<file path="src/rtl/rratio_pkg.sv">
package rratio_pkg;

  typedef enum logic [2:0] {
    PH_IDLE    = 3'd0,
    PH_CHG_A   = 3'd1,
    PH_GAP_A   = 3'd2,
    PH_DIS_REF = 3'd3,
    PH_GAP_B   = 3'd4,
    PH_CHG_B   = 3'd5,
    PH_GAP_C   = 3'd6,
    PH_DIS_SEN = 3'd7
  } phase_e;

  typedef struct packed {
    logic chg;
    logic dref;
    logic dsen;
  } sw_t;

  function automatic sw_t phase_switches(phase_e p);
    sw_t s;
    s.chg  = (p == PH_CHG_A) || (p == PH_CHG_B);
    s.dref = (p == PH_DIS_REF);
    s.dsen = (p == PH_DIS_SEN);
    return s;
  endfunction

endpackage

</file>
<file path="src/rtl/rratio_settle_timer.sv">
module rratio_settle_timer #(
  parameter int CHG_W = 8
) (
  input  logic             clk,
  input  logic             rst_n,
  input  logic             load,
  input  logic [CHG_W-1:0] len_in,
  input  logic             run,
  output logic             expire
);
  localparam logic [CHG_W-1:0] ONE = {{(CHG_W-1){1'b0}}, 1'b1};

  logic [CHG_W-1:0] len_q, len_d;
  logic [CHG_W-1:0] tmr_q, tmr_d;
  logic             tmr_en;

  always_comb begin
    len_d  = (len_in == '0) ? ONE : len_in;
    tmr_en = run || (tmr_q != '0);
    tmr_d  = run ? (expire ? '0 : tmr_q + ONE) : '0;
  end

  assign expire = run && (tmr_q == len_q - ONE);

  always_ff @(posedge clk or negedge rst_n) begin
    if (!rst_n) begin
      len_q <= ONE;
      tmr_q <= '0;
    end else begin
      if (load)   len_q <= len_d;
      if (tmr_en) tmr_q <= tmr_d;
    end
  end

  // the timer never runs past the programmed length
  assert_len_bound_R4: assert property (@(posedge clk) disable iff (!rst_n)
    run |-> (tmr_q < len_q));

endmodule

</file>
<file path="src/rtl/rratio_slope_counter.sv">
module rratio_slope_counter #(
  parameter int CNT_W = 16
) (
  input  logic             clk,
  input  logic             rst_n,
  input  logic             clr,
  input  logic             inc,
  output logic [CNT_W-1:0] cnt,
  output logic             at_max
);
  localparam logic [CNT_W-1:0] MAXV = {CNT_W{1'b1}};

  logic [CNT_W-1:0] cnt_d;
  logic             cnt_en;

  always_comb begin
    cnt_en = clr || inc;
    cnt_d  = clr ? '0 : cnt + 1'b1;
  end

  assign at_max = (cnt == MAXV);

  always_ff @(posedge clk or negedge rst_n) begin
    if (!rst_n)      cnt <= '0;
    else if (cnt_en) cnt <= cnt_d;
  end

  // the counter saturates, it is never stepped from its maximum
  assert_no_wrap_R6: assert property (@(posedge clk) disable iff (!rst_n)
    (inc && !clr) |-> !at_max);

endmodule

</file>
<file path="src/rtl/rratio_phase_fsm.sv">
module rratio_phase_fsm
  import rratio_pkg::*;
(
  input  logic   clk,
  input  logic   rst_n,
  input  logic   start,
  input  logic   settle_done,
  input  logic   cmp_below,
  input  logic   at_max,
  output phase_e phase,
  output logic   accept,
  output logic   chg_run,
  output logic   cnt_inc,
  output logic   cnt_clr,
  output logic   cap_ref,
  output logic   cap_sen,
  output logic   ovf_evt,
  output logic   end_evt
);
  phase_e phase_d;

  always_comb begin
    phase_d = phase;
    accept  = 1'b0;
    chg_run = 1'b0;
    cnt_inc = 1'b0;
    cnt_clr = 1'b1;
    cap_ref = 1'b0;
    cap_sen = 1'b0;
    ovf_evt = 1'b0;
    end_evt = 1'b0;
    unique case (phase)
      PH_IDLE: if (start) begin
        accept  = 1'b1;
        phase_d = PH_CHG_A;
      end
      PH_CHG_A: begin
        chg_run = 1'b1;
        if (settle_done) phase_d = PH_GAP_A;
      end
      PH_GAP_A: phase_d = PH_DIS_REF;
      PH_DIS_REF: begin
        cnt_clr = 1'b0;
        if (cmp_below) begin
          cap_ref = 1'b1;
          phase_d = PH_GAP_B;
        end else if (at_max) begin
          cap_ref = 1'b1;
          ovf_evt = 1'b1;
          end_evt = 1'b1;
          phase_d = PH_IDLE;
        end else begin
          cnt_inc = 1'b1;
        end
      end
      PH_GAP_B: phase_d = PH_CHG_B;
      PH_CHG_B: begin
        chg_run = 1'b1;
        if (settle_done) phase_d = PH_GAP_C;
      end
      PH_GAP_C: phase_d = PH_DIS_SEN;
      PH_DIS_SEN: begin
        cnt_clr = 1'b0;
        if (cmp_below) begin
          cap_sen = 1'b1;
          end_evt = 1'b1;
          phase_d = PH_IDLE;
        end else if (at_max) begin
          cap_sen = 1'b1;
          ovf_evt = 1'b1;
          end_evt = 1'b1;
          phase_d = PH_IDLE;
        end else begin
          cnt_inc = 1'b1;
        end
      end
      default: phase_d = PH_IDLE;
    endcase
  end

  always_ff @(posedge clk or negedge rst_n) begin
    if (!rst_n) phase <= PH_IDLE;
    else        phase <= phase_d;
  end

  // leaving idle always enters the first charge phase
  assert_enter_charge_R3: assert property (@(posedge clk) disable iff (!rst_n)
    ($past(phase) == PH_IDLE && phase != PH_IDLE) |-> phase == PH_CHG_A);

endmodule

</file>
<file path="src/rtl/rratio_seq.sv">
module rratio_seq
  import rratio_pkg::*;
#(
  parameter int CNT_W = 16,
  parameter int CHG_W = 8
) (
  input  logic             clk,
  input  logic             rst_n,
  input  logic             start,
  input  logic [CHG_W-1:0] charge_len,
  input  logic             cmp_below,
  output logic             sw_charge,
  output logic             sw_ref,
  output logic             sw_sens,
  output logic             busy,
  output logic             done,
  output logic             overflow,
  output logic [CNT_W-1:0] ref_count,
  output logic [CNT_W-1:0] sens_count
);
  localparam logic [CNT_W-1:0] SAT = {CNT_W{1'b1}};

  phase_e           phase;
  sw_t              sw;
  logic             accept, chg_run, cnt_inc, cnt_clr;
  logic             cap_ref, cap_sen, ovf_evt, end_evt;
  logic             settle_done, at_max;
  logic [CNT_W-1:0] cnt;

  rratio_phase_fsm u_fsm (
    .clk         (clk),
    .rst_n       (rst_n),
    .start       (start),
    .settle_done (settle_done),
    .cmp_below   (cmp_below),
    .at_max      (at_max),
    .phase       (phase),
    .accept      (accept),
    .chg_run     (chg_run),
    .cnt_inc     (cnt_inc),
    .cnt_clr     (cnt_clr),
    .cap_ref     (cap_ref),
    .cap_sen     (cap_sen),
    .ovf_evt     (ovf_evt),
    .end_evt     (end_evt)
  );

  rratio_settle_timer #(.CHG_W(CHG_W)) u_timer (
    .clk    (clk),
    .rst_n  (rst_n),
    .load   (accept),
    .len_in (charge_len),
    .run    (chg_run),
    .expire (settle_done)
  );

  rratio_slope_counter #(.CNT_W(CNT_W)) u_cnt (
    .clk    (clk),
    .rst_n  (rst_n),
    .clr    (cnt_clr),
    .inc    (cnt_inc),
    .cnt    (cnt),
    .at_max (at_max)
  );

  assign sw        = phase_switches(phase);
  assign sw_charge = sw.chg;
  assign sw_ref    = sw.dref;
  assign sw_sens   = sw.dsen;
  assign busy      = (phase != PH_IDLE);

  always_ff @(posedge clk or negedge rst_n) begin
    if (!rst_n) begin
      ref_count  <= '0;
      sens_count <= '0;
      overflow   <= 1'b0;
      done       <= 1'b0;
    end else begin
      done <= end_evt;
      if (accept)       ref_count  <= '0;
      else if (cap_ref) ref_count  <= cnt;
      if (accept)       sens_count <= '0;
      else if (cap_sen) sens_count <= cnt;
      if (accept)       overflow   <= 1'b0;
      else if (ovf_evt) overflow   <= 1'b1;
    end
  end

  assert_one_switch_R2: assert property (@(posedge clk) disable iff (!rst_n)
    $countones({sw_charge, sw_ref, sw_sens}) <= 1);

  assert_gap_clock_R3: assert property (@(posedge clk) disable iff (!rst_n)
    (($past({sw_charge, sw_ref, sw_sens}) != 3'b000) &&
     ({sw_charge, sw_ref, sw_sens} != $past({sw_charge, sw_ref, sw_sens})))
    |-> ({sw_charge, sw_ref, sw_sens} == 3'b000));

  assert_ovf_saturated_R6: assert property (@(posedge clk) disable iff (!rst_n)
    overflow |-> (ref_count == SAT || sens_count == SAT));

  assert_done_pulse_R8: assert property (@(posedge clk) disable iff (!rst_n)
    done |=> !done);

  assert_done_idle_R8: assert property (@(posedge clk) disable iff (!rst_n)
    done |-> !busy);

  assert_hold_results_R9: assert property (@(posedge clk) disable iff (!rst_n)
    (!busy && !start) |=> ($stable(ref_count) && $stable(sens_count) && $stable(overflow)));

endmodule

</file>
<file path="config.mk">
export PLATFORM = sky130hd
export DESIGN_NAME = rratio_seq
export DESIGN_NICKNAME = d
export VERILOG_FILES = /design/src/rtl/rratio_pkg.sv /design/src/rtl/rratio_settle_timer.sv /design/src/rtl/rratio_slope_counter.sv /design/src/rtl/rratio_phase_fsm.sv /design/src/rtl/rratio_seq.sv
export SDC_FILE = /design/constraint.sdc
export NUM_CORES = 1
export LEC_CHECK = 0
export BUFFER_PORTS_ARGS = -buffer_cell sky130_fd_sc_hd__buf_2
export CAP_MARGIN = 0
export CORE_MARGIN = 2
export CORE_UTILIZATION = 30
export DETAILED_ROUTE_END_ITERATION = 16
export PLACE_DENSITY_LB_ADDON = 0.08
export SKIP_LAST_GASP = 1
export SLEW_MARGIN = 20
export SYNTH_ARGS = -nofsm -noshare
export SYNTH_HDL_FRONTEND = slang
export SYNTH_SLANG_ARGS = --single-unit
</file>
<file path="constraint.sdc">
create_clock -name clk -period 2.4 [get_ports clk]
set_clock_uncertainty 0.05 [all_clocks]
set_input_delay 0.12 -clock clk [delete_from_list [all_inputs] [get_ports clk]]
set_output_delay 0.12 -clock clk [all_outputs]
set_load 0.03 [all_outputs]
</file>
== Yosys cells after proc, flatten, opt, wreduce, memory -nomap -nowiden ==
Index checks and enable logic that the tools add are counted.

* Output and inout bits: 38
* Bits in registers: 69
* Word-level logic and storage cells: 68

* Reduce and logical (&&, ||, !) cells: 14
* Muxes and demuxes: 31
* Equal/unequal tests: 12
* Add/sub/neg operators: 3

{| class="wikitable"
|+ Operators by type and width
! operator !! count
|-
| 16-bit two-way mux || 5
|-
| 8-bit two-way mux || 3
|-
| 3-bit one-hot mux with 8 select lines || 1
|-
| 3-bit two-way mux || 6
|-
| 16-bit by 1-bit adder with 16-bit output, second input constant || 1
|-
| 16-bit == test, second input constant || 1
|-
| 1-bit two-way mux || 15
|-
| 3-bit == test, second input constant || 4
|-
| 8-bit by 1-bit adder with 8-bit output, second input constant || 1
|-
| 8-bit == test || 1
|-
| 8-bit logical NOT || 1
|-
| 8-bit nonzero test || 1
|-
| 8-bit by 1-bit subtractor with 8-bit output, second input constant || 1
|-
| 3-bit by 2-bit == test with 1-bit output, second input constant || 2
|-
| 2-bit nonzero test || 3
|-
| 2-bit by 1-bit inequality test with 1-bit output, second input constant || 2
|-
| 2-bit OR reduction || 2
|-
| 3-bit by 1-bit == test with 1-bit output, second input constant || 1
|-
| 3-bit logical NOT || 1
|-
| 1-bit logical OR || 3
|-
| 3-bit AND reduction || 1
|-
| 3-bit nonzero test || 1
|-
| 2-bit inequality test, second input constant || 1
|-
| 1-bit one-hot mux with 2 select lines || 1
|-
| 1-bit logical AND || 1
|}

== Logic depth before layout (Yosys ltp) ==
Gate-level depths: netlist (run 1).

* Depth in word-level cells: 6
* Gate-level depth with buffers: 8
* Gate-level depth less buffers: 7

== Hierarchy ==
From an unflattened synthesis (run 1), not the netlist that was laid out.

* Cell total of the unflattened synthesis: 316
* Area total of the unflattened synthesis: 3428.3 sq um

{| class="wikitable"
|+ Modules (own cells, without submodules)
! module !! instances !! area an instance (sq um) !! sequential area each (sq um) !! cells an instance
|-
| rratio_seq || 1 || 1406.3 || 850.8 || 113
|-
| rratio_settle_timer || 1 || 984.7 || 401.6 || 97
|-
| rratio_slope_counter || 1 || 834.6 || 400.4 || 84
|-
| rratio_phase_fsm || 1 || 202.7 || 75.1 || 22
|}

== Least setup slack after synthesis (run 1) ==
Ideal clock, no wire load.

* Path type: reg2reg
* Start point: register u_timer.len_q[0]
* End point: register u_fsm.phase[0]
* Arrival time: 2116 ps
* Cell stages (with the launch flop): 8
* Path slack: 111 ps
* Data required time: 2227 ps
* Period minus slack after synthesis: 2289 ps
* Path buffers: 0
* Cell sequence: dfstp_2 inv_1 ha_1 xnor2_1 a211o_1 a211o_1 or3_1 o221a_1

* Longest elaborated chain between the ends: 5
* Elaborated cells between the ends (all ways): 6
* Classes of those cells: add/sub: 1; eq/ne: 3; reduce/logical: 2

{| class="wikitable"
|+ RTL lines
! what !! RTL line !! text
|-
| start: declaration || rratio_settle_timer.sv:13 || <nowiki>logic [CHG_W-1:0] len_q, len_d;</nowiki>
|-
| start signal: assignment || rratio_settle_timer.sv:30 || <nowiki>if (load) len_q <= len_d;</nowiki>
|-
| 8-bit by 1-bit subtractor with 8-bit output (*) || rratio_settle_timer.sv:23 || <nowiki>assign expire = run && (tmr_q == len_q - ONE);</nowiki>
|-
| 8-bit == test (*) || rratio_settle_timer.sv:23 ||
|-
| 1-bit logical AND (*) || rratio_settle_timer.sv:23 ||
|-
| 2-bit by 1-bit inequality test with 1-bit output (no source line) || - ||
|-
| 3-bit AND reduction (no source line) (*) || - ||
|-
| end signal: assignment || rratio_phase_fsm.sv:83 || <nowiki>else phase <= phase_d;</nowiki>
|-
| end: declaration || rratio_phase_fsm.sv:10 || <nowiki>output phase_e phase,</nowiki>
|}

Every way passes the cells marked *; elsewhere a longest branch is shown, timed or not.
A chain may end at the register's enable or synchronous reset.

== Worst setup path in the final report (run 1) ==
Ends and elaborated chain as after synthesis.

==> flow_summary.ini, run 1 <==
[setup_path]
worstSetupEndpointType = flip-flop
worstSetupPathType = reg2reg
r2r_setup_slack_ps = 40
reg2reg_from = u_timer.len_q[0]
arrival_ps = 2560
cp-startpoint = u_timer.len_q[0]
cp.required_ps = 2590
critPathLaunchType = flip-flop
cp_max_fo = 4

[sta]
max_freq_mhz = 423.0
fin_crit_sh_pct = 98.51
setup-tns-final_ps = 0
max_slew_margin_pct = 68.16
setup_viol = 0
worst_pin_slew_ps = 473.2
hold_violations = 0
period_minus_slack_ps = 2364
drv_slew = 0

[yosys]
avgSynthCellArea_um2 = 9.808
ys_seq_area_share_pct = 51.51
ys_types = 43
syn-num-nets = 358
ys_warn_count = 0
synth_area_mm2 = 0.003354
synth-seq-cells = 69
synth_cells = 342

[global_route]
grt_max_degree = 70
antenna_found_initial = 0
grt_pass1_vias = 2708
grt_overflow = 0
grtUsageTotal_pct = 16.21
grt_pass1_wl_um = 14370

[detailed_routing]
ant_nets = 0
dr.first_iter.drc_count = 118
dr.pass1.iters = 5
vias = 2740
avgRoutedWirePerCell_um = 16.41
routed_wl_um = 9109
remaining_drc_errors = 0
viasPerCell = 4.937

[floorplan]
start_util_pct = 30.81
die_w_um = 109.7
rows = 38
dieArea_mm2 = 0.01204
die_h_um = 109.7
num_io_pins = 50
core-area_mm2 = 0.01089

[layout]
num_antenna_cells = 0
final_layout_size_suffix_gt1_share_pct = 23.86
final_nets = 426
final_core_util_pct = 38.28
finalInstanceArea_mm2 = 0.004168
syn2layout_area_growth_pct = 24.24

[clocking]
root_buffer = clkbuf_8
cts_made_buffers = 9
tritoncts = built
clock_sinks = 69
clk_pin_slew_worst_paths_ps = 80
cts_post_setup_buffers_inserted = 0
clk_latency_ps = 360
cts_max_path_buffers = 2
htreeDepth = 3

[power]
p_seq_share_pct = 41.8
p_comb_share_pct = 29.8
switching_share_pct = 35.75
p_sw_mw = 1.341
p_per_area_mw_per_mm2 = 899.9
peakVddDrop_uv = 448.6
p_clk_share_pct = 28.5
cellLeakagePower_nw = 1.925
power_mw = 3.751
p_int_mw = 2.410

[placed_design]
gp_congestion = 0.7555
hpwl_um = 6209
place_area_mm2 = 0.003837
portBuffers = 49

[outcome]
status = finished, final reports clean

[flow_run]
maxCapViolCount = 0

[worst_hold_path]
hold_class = in2reg
holdCritStartpoint = cmp_below
==> metrics by stage <==
step	worst slack, ps	hold slack [ps]	std cells
floorplan	111.1	-225.6	342
global placement	35.01	130.2	530
detailed placement	6.775	136.5	530
CTS	7.514	1.879	555
global route	-3.002	20.62	555
finish	35.74	22.14	555
==> layout by cell type, fill, tap and decap left out, drive strengths merged, types with 5 or more instances in the layout <==
master,instances
o211ai,7
nand2,39
xor2,21
nor2,20
dfrtp,68
and3,9
o21ai,33
xnor2,8
nand3,41
buf,67
inv,10
clkbuf,9
nor3,5
dlygate4sd3,9
mux2,7
a21oi,6
==> cells in the mapped netlist, drive strengths merged <==
master / n / area share [%]
a211o: 2 / 0.52
a21boi: 2 / 0.45
a21oi: 6 / 0.90
a22o: 1 / 0.26
and2: 3 / 0.56
and2b: 1 / 0.26
and3: 9 / 1.7
and4: 3 / 0.78
buf: 4 / 0.90
clkbuf: 15 / 1.8
dfrtp: 68 / 51
dfstp: 1 / 0.78
ha: 4 / 1.5
inv: 9 / 1.0
mux2: 7 / 2.4
mux2i: 2 / 0.60
nand2: 39 / 4.4
nand2b: 1 / 0.19
nand3: 41 / 6.1
nand3b: 2 / 0.45
nand4: 4 / 0.93
nand4b: 1 / 0.26
nor2: 20 / 2.2
nor3: 5 / 0.75
nor4: 3 / 0.56
nor4b: 1 / 0.26
o2111ai: 2 / 0.52
o211ai: 7 / 1.6
o21a: 4 / 0.90
o21ai: 33 / 4.9
o221a: 1 / 0.34
o22ai: 1 / 0.19
o2bb2ai: 1 / 0.26
o31ai: 2 / 0.86
or3: 3 / 0.60
or3b: 1 / 0.26
or4: 4 / 0.90
xnor2: 8 / 2.1
xor2: 21 / 5.5
==> what timing repair did <==
item / in CTS / in global routing
setup endpoints to repair: 1 / 1
hold buffers: 9 / 0
hold endpoints to repair: 76 / 0
pin swaps: 0 / 1
resized for setup: 2 / 2
==> per-layer routing <==
layer	share of wire (%)	global-route usage [%]
met4	1.9	7.866
met5	0	0
met2	49	26.90
met3	2.9	2.608
met1	46	20.50
==> final timing paths <==
kind	endpoint	depth (start not counted)
min	done	3
max in group asynchronous	u_timer.len_q[0]	3
max	u_fsm.phase[0]	7
max reg2reg	u_fsm.phase[0]	7
min in group asynchronous	u_timer.tmr_q[0]	3
min reg2reg	overflow	1
==> registers in the layout, indices dropped and copies added (netlist names) <==
register / flops
overflow: 1
ref_count: 16
u_timer.len_q: 8
sens_count: 16
done: 1
u_timer.tmr_q: 8
u_cnt.cnt: 16
u_fsm.phase: 3
==> cell families after synthesis <==
kind of cell / count (synthesis) / synth area share, %
fa+ha+maj: 4 / 1.492
buf+inv: 28 / 3.655
flops: 69 / 51.51
simple gates: 141 / 21.15
compound gates: 62 / 11.68
xor+xnor: 29 / 7.572
mux: 9 / 2.947
==> worst max-delay path, cell delays in order (launching register included) <==
cell,delay (ps)
dfstp_2,390
inv_1,100
ha_4,160
or3b_1,350
a211o_1,300
a211o_1,280
or3_4,400
o221a_1,230
==> area by class of cell <==
| cell class | instances | area (um2) |
|---|---|---|
| multi-input combinational | 245 | 1525 |
| timing repair buffer | 76 | 483.0 |
| inverter | 9 | 33.78 |
| sequential | 69 | 1728 |
| tap | 140 | 175.2 |
| fill | 1127 | 6720 |
| clock buffer | 9 | 123.9 |
| clock inverter | 7 | 98.84 |
==> power by group through the flow <==
stage / Sequential, mW / Clock [mW] / Combinational, mW
after global routing: 1.60 / 1.16 / 1.24
after detailed placement: 1.59 / 0 / 1.08
final: 1.57 / 1.07 / 1.12
after CTS: 1.57 / 1.12 / 1.11
after global placement: 1.59 / 0 / 1.07
after floorplan: 1.52 / 0 / 0.775
(Power assumes the default switching activity.)
==> run 2, diff against run 1 <==
--- a/config.mk
+++ b/config.mk
@@ -12,3 +12,2 @@
 export DETAILED_ROUTE_END_ITERATION = 16
-export PLACE_DENSITY_LB_ADDON = 0.08
 export SKIP_LAST_GASP = 1
==> constraint.sdc (replaced) <==
create_clock -name clk -period 2.4 [get_ports clk]
set_clock_uncertainty 0.05 [all_clocks]
set_input_delay 0.48 -clock clk [delete_from_list [all_inputs] [get_ports clk]]
set_output_delay 0.48 -clock clk [all_outputs]
set_load 0.03 [all_outputs]
==> run 2 against run 1 <==
Compared with the run above:
- combinational power about the same
- non-clock buffer count decreased by 5
- critical endpoint unchanged
- design area fell by 1.5%
- critical path depth unchanged
==> flow_summary.ini, run 2 (synthesized netlist as in run 1, its figures left out) <==
[outcome]
status = finished, final reports clean

[global_route]
met1_usage_pct = 19.66
grt_pass1_wl_um = 13800
grt_use_met2_pct = 23.72
grt_busiest_layer = met2
grt_overflow = 0
grt_pass1_vias = 2710
grtUsageTotal_pct = 14.82
grt_max_degree = 70
met3_usage_pct = 3.557
antenna_found_initial = 0

[clocking]
cts_max_path_buffers = 2
clock_sinks = 69
cts_made_buffers = 9
htreeDepth = 3
cts_hold_buffers = 0
tritoncts = built
root_buffer = clkbuf_8
clk_pin_slew_worst_paths_ps = 80
clk_latency_ps = 350

[worst_hold_path]
hold_class = in2async

[setup_path]
cp.required_ps = 2590
critPathLaunchType = flip-flop
critPathMostFrequentCell = a211o_1
worstSetupEndpointType = flip-flop
cp_max_fo = 4
max_stage_delay_ps = 420
worstSetupPathType = reg2reg
critPathBufInv = 1
slowest_stage = dfrtp_1
arrival_ps = 2530
path_cells = inv_2 > ha_4 > or3b_1 > a211o_1 > a211o_1 > or3_4 > o221a_1
cpLargestDelayFamily = compound AO/OA/AOI/OAI gates

[sta]
hold_violations = 0
period_minus_slack_ps = 2335
rsz0062_at_grt = no
fin_crit_sh_pct = 97.31
drv_slew = 0
setup-tns-final_ps = 0
worst_pin_slew_ps = 403.2
finalHoldWorstSlack_ps = 85.48
setup_viol = 0
max_slew_margin_pct = 73.12
max_freq_mhz = 428.2
fin_ws_ps = 64.60

[layout]
syn2layout_area_growth_pct = 22.38
final_layout_size_suffix_gt1_share_pct = 25.37
final_common_cell = dfrtp_1
multi_input_area_mm2 = 0.001525
mostFrequentLayoutCells = dfrtp_1 (68), buf_2 (49), nand3_1 (41), nand2_1 (39), o21ai_0 (32)
num_antenna_cells = 0
final_core_util_pct = 37.70
finalInstanceArea_mm2 = 0.004105
fill_cells = 1093
final_nets = 421
top_regs = ref_count (16), sens_count (16), u_cnt.cnt (16)
regArea_mm2 = 0.001728

[detailed_routing]
dr.pass1.iters = 4
vias = 2793
dr.first_iter.drc_count = 122
viasPerCell = 5.078
ant_nets = 0
avgRoutedWirePerCell_um = 15.03
remaining_drc_errors = 0
routed_wl_um = 8266

[power]
p_int_mw = 2.314
p_per_area_mw_per_mm2 = 886.5
p_sw_mw = 1.326
peakVddDrop_uv = 433.2
cellLeakagePower_nw = 1.894
p_seq_share_pct = 42.4
p_clk_share_pct = 27.3
p_comb_share_pct = 30.3
switching_share_pct = 36.43

[floorplan]
start_util_pct = 30.81
rows = 38
num_io_pins = 50
die_h_um = 109.7
die_w_um = 109.7
core-area_mm2 = 0.01089
dieArea_mm2 = 0.01204

[placed_design]
portBuffers = 49
place_area_mm2 = 0.003872
gp_congestion = 0.8972
dp_slack_ps = -20.54
hpwl_um = 5837

[flow_run]
maxCapViolCount = 0
## run 2: area by class of cell
| type | instances | area share (%) |
|---|---|---|
| Sequential cell | 69 | 42.09 |
| Multi-Input combinational cell | 245 | 37.15 |
| Timing Repair Buffer | 71 | 10.61 |
| Tap cell | 140 | 4.267 |
| Clock buffer | 10 | 3.353 |
| Clock inverter | 6 | 1.707 |
| Inverter | 9 | 0.8229 |
## run 2: timing repair
item / 4_1_cts / 5_1_grt
hold endpoints to repair: 0 / 0
gates resized for setup: 2 / 3
setup buffers: 1 / 0
endpoints found under the setup margin: 1 / 6
pin swaps: 0 / 3
## run 2: power groups by stage
stage	clock network, mW	registers (mW)	logic [mW]
2_1_floorplan	0	1.52	0.775
3_3_place_gp	0	1.56	1.03
3_5_place_dp	0	1.57	1.06
4_1_cts	1.02	1.54	1.09
5_1_grt	1.08	1.57	1.23
6_report	0.994	1.54	1.10
## run 2: worst paths after layout
path,start,slack [ps],end,cells after the start
min,rst_n,90,u_timer.tmr_q[2],2
max,u_timer.len_q[1],60,u_fsm.phase[0],7
max reg2reg,u_timer.len_q[1],60,u_fsm.phase[0],7
max in group asynchronous,rst_n,1890,u_timer.len_q[0],2
min in group clk,charge_len[6],330,u_timer.len_q[6],2
min reg2reg,overflow,440,overflow,1
## run 2: stage by stage
stage / std cells / power, mW
2_1_floorplan: 342 / 2.296
3_3_place_gp: 533 / 2.587
3_5_place_dp: 533 / 2.625
4_1_cts: 550 / 3.652
5_1_grt: 550 / 3.876
6_report: 550 / 3.639
## run 2: per-layer routing
metal,vias up,wire (um)
li1,1336,-
met1,1369,3807
met2,78,3880
met3,10,463
met4,0,114
met5,-,0
